**src/rtl/pl_pkg.sv**
```systemverilog
package pl_pkg;

    typedef enum logic [1:0] {
        FIT_FIRST = 2'd0,
        FIT_BEST  = 2'd1,
        FIT_WORST = 2'd2,
        FIT_NEXT  = 2'd3
    } fit_mode_e;

    typedef enum logic [1:0] {
        ST_IDLE,
        ST_SCAN,
        ST_DONE
    } scan_state_e;

endpackage

```
**src/rtl/pl_table.sv**
```systemverilog
module pl_table #(
    parameter int N  = 4,
    parameter int DW = 8,
    parameter int IW = $clog2(N)
) (
    input  logic                   clk,
    input  logic                   rst_n,
    input  logic [IW-1:0]          rd_idx,
    output logic                   rd_valid,
    output logic [DW-1:0]          rd_start,
    output logic [DW-1:0]          rd_len,
    output logic                   free_found,
    input  logic                   alloc_en,
    input  logic [IW-1:0]          alloc_idx,
    input  logic [DW-1:0]          alloc_size,
    input  logic                   ins_en,
    input  logic [DW-1:0]          ins_start,
    input  logic [DW-1:0]          ins_len,
    output logic [N*(2*DW+1)-1:0]  snap
);
    localparam int EW = 2 * DW + 1;

    logic [N-1:0]  vl_q;
    logic [DW-1:0] st_q [N];
    logic [DW-1:0] ln_q [N];
    logic [IW-1:0] free_idx;

    // lowest invalid entry receives a released region
    always_comb begin
        free_idx = '0;
        for (int i = N - 1; i >= 0; i--) begin
            if (!vl_q[i]) free_idx = IW'(i);
        end
    end
    assign free_found = ~&vl_q;

    assign rd_valid = vl_q[rd_idx];
    assign rd_start = st_q[rd_idx];
    assign rd_len   = ln_q[rd_idx];

    always_ff @(posedge clk) begin
        if (!rst_n) begin
            for (int i = 0; i < N; i++) begin
                vl_q[i] <= 1'b0;
                st_q[i] <= '0;
                ln_q[i] <= '0;
            end
        end else begin
            for (int i = 0; i < N; i++) begin
                if (alloc_en && alloc_idx == IW'(i)) begin
                    st_q[i] <= st_q[i] + alloc_size;
                    ln_q[i] <= ln_q[i] - alloc_size;
                    if (ln_q[i] == alloc_size) vl_q[i] <= 1'b0;
                end else if (ins_en && free_idx == IW'(i)) begin
                    vl_q[i] <= 1'b1;
                    st_q[i] <= ins_start;
                    ln_q[i] <= ins_len;
                end
            end
        end
    end

    for (genvar g = 0; g < N; g++) begin : g_ent
        assign snap[g*EW +: EW] = {vl_q[g], st_q[g], ln_q[g]};


        len_nz_chk: assert property (@(posedge clk) disable iff (!rst_n)
            vl_q[g] |-> (ln_q[g] != '0));
    end

endmodule

```
**src/rtl/pl_scan.sv**
```systemverilog
module pl_scan
    import pl_pkg::*;
#(
    parameter int N  = 4,
    parameter int DW = 8,
    parameter int IW = $clog2(N)
) (
    input  logic          clk,
    input  logic          rst_n,
    input  logic          req_valid,
    input  logic          req_release,
    input  logic [1:0]    req_mode,
    input  logic [DW-1:0] req_size,
    input  logic [DW-1:0] req_addr,
    output logic [IW-1:0] rd_idx,
    input  logic          rd_valid,
    input  logic [DW-1:0] rd_start,
    input  logic [DW-1:0] rd_len,
    input  logic          free_found,
    output logic          alloc_en,
    output logic [IW-1:0] alloc_idx,
    output logic [DW-1:0] alloc_size,
    output logic          ins_en,
    output logic [DW-1:0] ins_start,
    output logic [DW-1:0] ins_len,
    output logic          busy,
    output logic          gnt_valid,
    output logic          gnt_fail,
    output logic [DW-1:0] gnt_addr
);
    localparam logic [IW-1:0] LAST = IW'(N - 1);

    scan_state_e   state_q, state_d;
    fit_mode_e     mode_q;
    logic [DW-1:0] size_q, addr_q, sel_len_q, sel_start_q;
    logic          rel_q, found_q;
    logic [IW-1:0] idx_q, cnt_q, sel_q, rover_q;

    logic accept, fits, take, hit_early, scan_end, ok;

    assign accept    = req_valid && (state_q == ST_IDLE);
    assign fits      = rd_valid && (rd_len >= size_q);
    assign scan_end  = (cnt_q == LAST);
    assign hit_early = ((mode_q == FIT_FIRST) || (mode_q == FIT_NEXT)) && fits;

    always_comb begin
        unique case (mode_q)
            FIT_BEST:  take = fits && (!found_q || rd_len < sel_len_q);
            FIT_WORST: take = rd_valid && (!found_q || rd_len > sel_len_q);
            default:   take = fits;
        endcase
    end

    assign ok = rel_q ? found_q : (found_q && sel_len_q >= size_q);

    // state register
    always_ff @(posedge clk) begin
        if (!rst_n) state_q <= ST_IDLE;
        else        state_q <= state_d;
    end

    always_comb begin
        state_d = state_q;
        unique case (state_q)
            ST_IDLE: if (accept) state_d = (req_release || req_size == '0) ? ST_DONE : ST_SCAN;
            ST_SCAN: if (hit_early || scan_end) state_d = ST_DONE;
            ST_DONE: state_d = ST_IDLE;
            default: state_d = ST_IDLE;
        endcase
    end

    // request capture and scan datapath
    always_ff @(posedge clk) begin
        if (!rst_n) begin
            mode_q      <= FIT_FIRST;
            size_q      <= '0;
            addr_q      <= '0;
            rel_q       <= 1'b0;
            found_q     <= 1'b0;
            sel_len_q   <= '0;
            sel_start_q <= '0;
            idx_q       <= '0;
            cnt_q       <= '0;
            sel_q       <= '0;
            rover_q     <= '0;
        end else begin
            unique case (state_q)
                ST_IDLE: if (accept) begin
                    mode_q      <= fit_mode_e'(req_mode);
                    size_q      <= req_size;
                    addr_q      <= req_addr;
                    rel_q       <= req_release;
                    found_q     <= req_release && free_found && (req_size != '0);
                    sel_len_q   <= '0;
                    sel_start_q <= '0;
                    sel_q       <= '0;
                    cnt_q       <= '0;
                    idx_q       <= (fit_mode_e'(req_mode) == FIT_NEXT) ? rover_q : '0;
                end
                ST_SCAN: begin
                    if (take) begin
                        found_q     <= 1'b1;
                        sel_q       <= idx_q;
                        sel_len_q   <= rd_len;
                        sel_start_q <= rd_start;
                    end
                    idx_q <= (idx_q == LAST) ? '0 : idx_q + 1'b1;
                    cnt_q <= cnt_q + 1'b1;
                end
                ST_DONE: if (alloc_en) rover_q <= sel_q;
                default: ;
            endcase
        end
    end

    // outputs
    always_comb begin
        busy       = (state_q != ST_IDLE);
        gnt_valid  = (state_q == ST_DONE);
        gnt_fail   = !ok;
        gnt_addr   = rel_q ? addr_q : sel_start_q;
        alloc_en   = (state_q == ST_DONE) && !rel_q && ok;
        alloc_idx  = sel_q;
        alloc_size = size_q;
        ins_en     = (state_q == ST_DONE) && rel_q && ok;
        ins_start  = addr_q;
        ins_len    = size_q;
        rd_idx     = (state_q == ST_DONE) ? sel_q : idx_q;
    end


    gnt_pulse_chk: assert property (@(posedge clk) disable iff (!rst_n)
        gnt_valid |=> !gnt_valid);


    sel_fit_chk: assert property (@(posedge clk) disable iff (!rst_n)
        (gnt_valid && !rel_q && !gnt_fail) |-> (rd_valid && rd_len >= size_q));


    zero_size_chk: assert property (@(posedge clk) disable iff (!rst_n)
        (gnt_valid && !rel_q && size_q == '0) |-> gnt_fail);

endmodule

```
**src/rtl/place_sel.sv**
```systemverilog
module place_sel #(
    parameter int N  = 4,
    parameter int DW = 8
) (
    input  logic          clk,
    input  logic          rst_n,
    input  logic          req_valid,
    input  logic          req_release,
    input  logic [1:0]    req_mode,
    input  logic [DW-1:0] req_size,
    input  logic [DW-1:0] req_addr,
    output logic          busy,
    output logic          gnt_valid,
    output logic          gnt_fail,
    output logic [DW-1:0] gnt_addr
);
    localparam int IW = (N < 2) ? 1 : $clog2(N);

    logic [IW-1:0]          rd_idx, alloc_idx;
    logic                   rd_valid, free_found, alloc_en, ins_en;
    logic [DW-1:0]          rd_start, rd_len, alloc_size, ins_start, ins_len;
    logic [N*(2*DW+1)-1:0]  snap;

    pl_scan #(.N(N), .DW(DW), .IW(IW)) u_scan (
        .clk(clk), .rst_n(rst_n),
        .req_valid(req_valid), .req_release(req_release), .req_mode(req_mode),
        .req_size(req_size), .req_addr(req_addr),
        .rd_idx(rd_idx), .rd_valid(rd_valid), .rd_start(rd_start), .rd_len(rd_len),
        .free_found(free_found),
        .alloc_en(alloc_en), .alloc_idx(alloc_idx), .alloc_size(alloc_size),
        .ins_en(ins_en), .ins_start(ins_start), .ins_len(ins_len),
        .busy(busy), .gnt_valid(gnt_valid), .gnt_fail(gnt_fail), .gnt_addr(gnt_addr)
    );

    pl_table #(.N(N), .DW(DW), .IW(IW)) u_table (
        .clk(clk), .rst_n(rst_n),
        .rd_idx(rd_idx), .rd_valid(rd_valid), .rd_start(rd_start), .rd_len(rd_len),
        .free_found(free_found),
        .alloc_en(alloc_en), .alloc_idx(alloc_idx), .alloc_size(alloc_size),
        .ins_en(ins_en), .ins_start(ins_start), .ins_len(ins_len),
        .snap(snap)
    );


    fail_keep_chk: assert property (@(posedge clk) disable iff (!rst_n)
        (gnt_valid && gnt_fail) |=> $stable(snap));


    accept_busy_chk: assert property (@(posedge clk) disable iff (!rst_n)
        (req_valid && !busy) |=> busy);

endmodule

```
**config.mk**
```make
export PLATFORM = sky130hd
export DESIGN_NAME = place_sel
export DESIGN_NICKNAME = d
export VERILOG_FILES = /design/src/rtl/pl_pkg.sv /design/src/rtl/pl_table.sv /design/src/rtl/pl_scan.sv /design/src/rtl/place_sel.sv
export SDC_FILE = /design/constraint.sdc
export NUM_CORES = 1
export LEC_CHECK = 0
export CORE_MARGIN = 2
export CORE_UTILIZATION = 55
export DETAILED_ROUTE_END_ITERATION = 10
export PLACE_DENSITY = 0.79
export SYNTH_ARGS = -nofsm -noshare
export SYNTH_HDL_FRONTEND = slang
export SYNTH_SLANG_ARGS = --single-unit
```
**constraint.sdc**
```tcl
create_clock -name clk -period 8.6 [get_ports clk]
set_input_delay 2.15 -clock clk [delete_from_list [all_inputs] [get_ports clk]]
set_output_delay 2.15 -clock clk [all_outputs]
set_load 0.01 [all_outputs]
```
Yosys cells after proc, flatten, opt, wreduce, memory -nomap -nowiden
Memories as Yosys holds them, arrays and structs flattened.
Index checks and enable logic that the tools add are counted.
{ "op_classes": {"multipliers": 0, "shifts": 0, "div_mod_pow": 0, "n_reduce_logical": 51, "mux": 87, "bitwise_logic": 16, "magnitude_cmp": 5, "n_eq_ne": 25, "addsub": 10} }
{ "op_table": {"columns": ["cell", "count"], "rows": [
  ["8-bit two-way mux", 20],
  ["1-bit two-way mux", 45],
  ["8-bit adder", 4],
  ["8-bit equality test", 4],
  ["8-bit case mux with 2 select lines", 2],
  ["8-bit subtractor", 4],
  ["2-bit two-way mux", 13],
  ["2-bit equality test (second input constant)", 10],
  ["1-bit logical AND", 20],
  ["8-bit >= comparator", 2],
  ["1-bit OR", 16],
  ["2-bit case mux with 2 select lines", 4],
  ["2-bit AND reduction", 8],
  ["2-bit nonzero test", 6],
  ["2-bit by 1-bit equality test with 1-bit output (second input constant)", 4],
  ["8-bit greater-than comparator", 1],
  ["2-bit zero test", 4],
  ["8-bit zero test", 1],
  ["8-bit less-than comparator", 1],
  ["2-bit inequality test (second input constant)", 4],
  ["8-bit nonzero test", 1],
  ["2-bit by 1-bit inequality test with 1-bit output (second input constant)", 3],
  ["1-bit logical OR", 5],
  ["2-bit by 1-bit adder with 2-bit output (second input constant)", 2],
  ["other kinds (6)", 10]
]} }
{ "word_totals": {"n_memories": 2, "word_cells": 212, "ram_bits": 64, "romBits": 0, "regBits": 50, "latch_bits": 0} }
{ "memory_table": {"columns": ["memory", "words", "word_bits", "read_ports", "rd_ports_with_merged_regs", "write_ports", "line", "source"], "rows": [
  ["u_table.ln_q", 4, 8, 5, 0, 4, "pl_table.sv:25", "logic [DW-1:0] ln_q [N];"],
  ["u_table.st_q", 4, 8, 5, 0, 4, "pl_table.sv:24", "logic [DW-1:0] st_q [N];"]
]} }

Logic depth before layout (Yosys ltp)
{ "logic_depth": {"depth_word": 11, "ltp_mapped": 15} }

Cells and area by module
A second synthesis with hierarchy kept.
{ "hier_totals": {"hier_cells": 896, "area_unflattened_um2": 8463.1} }
{ "modules_own_cells": {"columns": ["mod", "seq_area_each_um2", "instances", "cells_per_inst", "area_per_inst_um2"], "rows": [
  ["pl_table", 2001.9, 1, 605, 5890.6],
  ["pl_scan", 920.9, 1, 291, 2572.5]
]} }

Worst setup path before layout
Ideal clock, no wire load.
{ "synth_timing": {"path_type": "flip-flop to output port", "startpoint": "register u_scan.size_q[1], in the netlist u_scan.alloc_size[1]", "endpoint": "output port gnt_fail", "arrival_ns": 2.011, "setup_slack_ns": 4.439, "stages_incl_launch_ff": 6, "cell_sequence": "dfxtp_1 > inv_1 > ha_1 > a2111oi_2 > o31ai_4 > nand2_1"} }
{ "synth_via": {"elab_chain_len": 4} }
{ "synth_lines": {"columns": ["element", "line", "source"], "rows": [
  ["start: declaration", "pl_scan.sv:35", "logic [DW-1:0] size_q, addr_q, sel_len_q, sel_start_q;"],
  ["start signal: assignment", "pl_scan.sv:90", "size_q <= req_size;"],
  ["8-bit >= comparator", "pl_scan.sv:54", "assign ok = rel_q ? found_q : (found_q && sel_len_q >= size_q);"],
  ["1-bit logical AND", "pl_scan.sv:54", null],
  ["1-bit two-way mux", "pl_scan.sv:54", null],
  ["1-bit zero test", "pl_scan.sv:120", "gnt_fail = !ok;"],
  ["end: declaration", "place_sel.sv:14", "output logic gnt_fail,"]
]} }
Every way passes these cells.

Worst setup path after layout
Same ends and word-level chain as after synthesis.

==> metrics.cfg <==
[critical_path]
path_class=reg -> out
critical_path.max_stage_delay_ps=740
crit_family=buffers and inverters
cp_max_fo=14
path_cells=inv_1, ha_1, a2111oi_2, o31ai_4, nand2_1, clkdlybuf4s50_1
start_kind=flop
required_ps=6450
end_kind=primary output
crit_arrival_ps=3260
cpMaxStageDelayCell=dfxtp_1
critPathBufInv=2

[cells_and_area]
seq_area_um2=2923
multi_input_area_um2=5157
synthToLayoutAreaGrowth_pct=12.23
drive_gt1_share_pct=8.593
nFillCells=1236
num_antenna_cells=0
final_cells=1119
nets=1032
design_area_um2=9463
fin_util_pct=62.71

[synthesis]
synthCells=894
synth_most_common_cell=nand2_1
synth_edf_count=64
synth_commonest_cells=92 x nand2_1, 87 x nor2_1, 84 x ha_1
yosysTopAreaCellShare_pct=22.79
syn_nets=1008
yosysWarnings=0
ys_seq_area_share_pct=34.66
synth_area_leaders=edfxtp_1 23%, ha_1 12%, dfxtp_1 12%
synth-seq-cells=114
ys.flop_type=edfxtp_1
syn_avg_cell_area_um2=9.432
async_flop_share_pct=0
ys_types=73
synthesis.area_um2=8432
synth_top_cell_by_area=edfxtp_1

[power]
ir_drop_mv=0.1540
p_clk_share_pct=42.4
power.switching_uw=482.3
swShare_pct=30.28
combPwrFrac_pct=18.2
p_leak_uw=0.003808
seqPwrFrac_pct=39.4
intPower_uw=1110
powerDensity_nw_per_um2=168.3

[timing]
slew_viol_final=0
final-setup-viol-count=0
post-route-period-util_pct=62.86
clock-skew-final_ps=8.879
fin_ws_ps=3194
hold_viol=0
period_minus_slack_ps=5406
rsz0062_at_grt=false
max_slew_margin_pct=21.22
finalSetupTns_ps=0
worst_pin_slew_ps=1178
fmax_mhz=185.0

[clock_tree]
cts_buffers=17
cts_setup_buffers=0
ctsHoldBuffers=0
cts_sinks=114
clk_pin_slew_ps=50
cts_resized=0
ctsLongestPathBuffers=2
clk_latency_ps=430
cts_tree=done
h-tree-depth=4
cts-root-buf=clkbuf_16

[detailed_routing]
antenna_left=0
vias=7288
wl_per_cell_um=21.88
firstDrtPassIters=6
drt-total-wl_um=24480
viasPerCell=6.513
drtIter0Drc=856
drcViolationCount=0

[floorplan]
fp-row-count=45
coreArea_um2=15090
dieArea_um2=16340
pin_count=33
die_h_um=127.8
fp.dieW_um=127.8
initial_utilization_pct=55.88

[placement]
dpl.hpwl_um=17000
post_dp_cell_area_um2=8901
portBuffers=32
dp_slack_ps=3656
place_congestion=0.9148
dp_cells=1087

[run_status]
status=finished clean

[global_routing]
antenna_found_initial=0
grt_max_degree=57
grt_pass1_vias=7094
grt-ovfl-total=0
grt_pass1_wl_um=38470
grt.total_usage_pct=30.98

[min_path]
hold_path_class=reg -> reg

[flow_run]
maxCapViolations=0

-- power groups by stage --
stage | sequential (uW) | combinational, uW | clock (uW)
after floorplan | 621 | 212 | 0
after global placement | 636 | 279 | 0
after CTS | 625 | 286 | 675
after global routing | 629 | 319 | 699
final | 627 | 290 | 675
after detailed placement | 637 | 282 | 0
-- sequential cells by signal (all words and copies together) (netlist names) --
register	count
u_scan.sel_start_q	8
u_scan.alloc_idx	2
u_scan.found_q	1
u_scan.rel_q	1
u_scan.alloc_size	8
u_table.vl_q	4
u_table.ln_q	32
u_scan.rover_q	2
u_scan.state_q	2
u_scan.idx_q	2
u_scan.ins_start	8
u_table.st_q	32
u_scan.mode_q	2
u_scan.sel_len_q	8
u_scan.cnt_q	2
-- stage by stage --
| step | hold WS [ps] | power (uW) |
|---|---|---|
| finish | 457.7 | 1593 |
| CTS | 457.1 | 1587 |
| global route | 477.3 | 1647 |
| detailed placement | 449.3 | 918.6 |
| floorplan | 436.6 | 833.8 |
| global placement | 448.7 | 914.2 |
-- final cells by class --
cell class,count,share of cell area [%]
Sequential cell,114,30.89
Inverter,50,1.983
Clock buffer,19,4.905
Timing Repair Buffer,43,4.205
Multi-Input combinational cell,692,54.50
Tap cell,188,2.486
Clock inverter,13,1.031
-- worst reg2reg max path: stages (launching register included) --
cell      delay (ps)
dfxtp_1          400
nand2b_4         120
inv_1            150
mux2i_4          940
mux4_1           690
inv_1            110
ha_1             220
nand2b_1         140
a211o_1          300
a21oi_1          200
o211ai_1         150
o21a_1           140
o211ai_1         210
buf_4            280
mux2i_1          220
-- path summary, 6_finish.rpt --
path                        startpoint               endpoint  slack [ps]  cells after the start
setup / recovery  u_scan.alloc_size[1]               gnt_fail        3190                      6
hold / removal       u_scan.rover_q[0]      u_scan.rover_q[0]         460                      2
setup reg to reg     u_scan.state_q[1]  u_scan.sel_start_q[4]        4260                     14
hold reg to reg      u_scan.rover_q[0]      u_scan.rover_q[0]         460                      2
-- cells in the final DEF (no fill, tap or decap), drive strengths merged, types with 12 or more instances in the layout --
cell type      Yosys  routed
clkdlybuf4s50      0      31
xor2              19      19
nor2              88      88
buf               12      12
dfxtp             50      50
clkbuf            26      19
inv               50      55
edfxtp            64      64
a21oi             62      62
o21ai             20      20
o21a              14      14
xnor2             23      23
a22oi             23      23
nand4             13      13
a22o              14      14
ha                84      84
nand2             93      93
nor3              14      14
nand3             46      46
a21o              12      12
nor2b             14      14
mux2i             28      28
mux4              16      16
-- cells by family (layout without fill, tap and decap cells) --
family,count (synthesis),after routing,synth area share [%]
buffers and inverters,88,125,4.288
DFF,114,114,34.66
adders and majority gates,92,92,14.36
and+or+nand+nor,305,305,16.93
xor gates and xnor gates,42,42,4.363
muxes,52,52,9.185
AOI/OAI and AO/OA,201,201,16.20
-- per-layer routing --
layer / global-route usage [%] / share of wire [%] / up-vias
met4: 15.77 / 4.7 / 0
met1: 40.62 / 41 / 3509
met2: 49.42 / 47 / 355
li1: - / - / 3349
met3: 5.551 / 7.5 / 75
met5: 0 / 0 / -
Power figures use the tool's default switching activity.
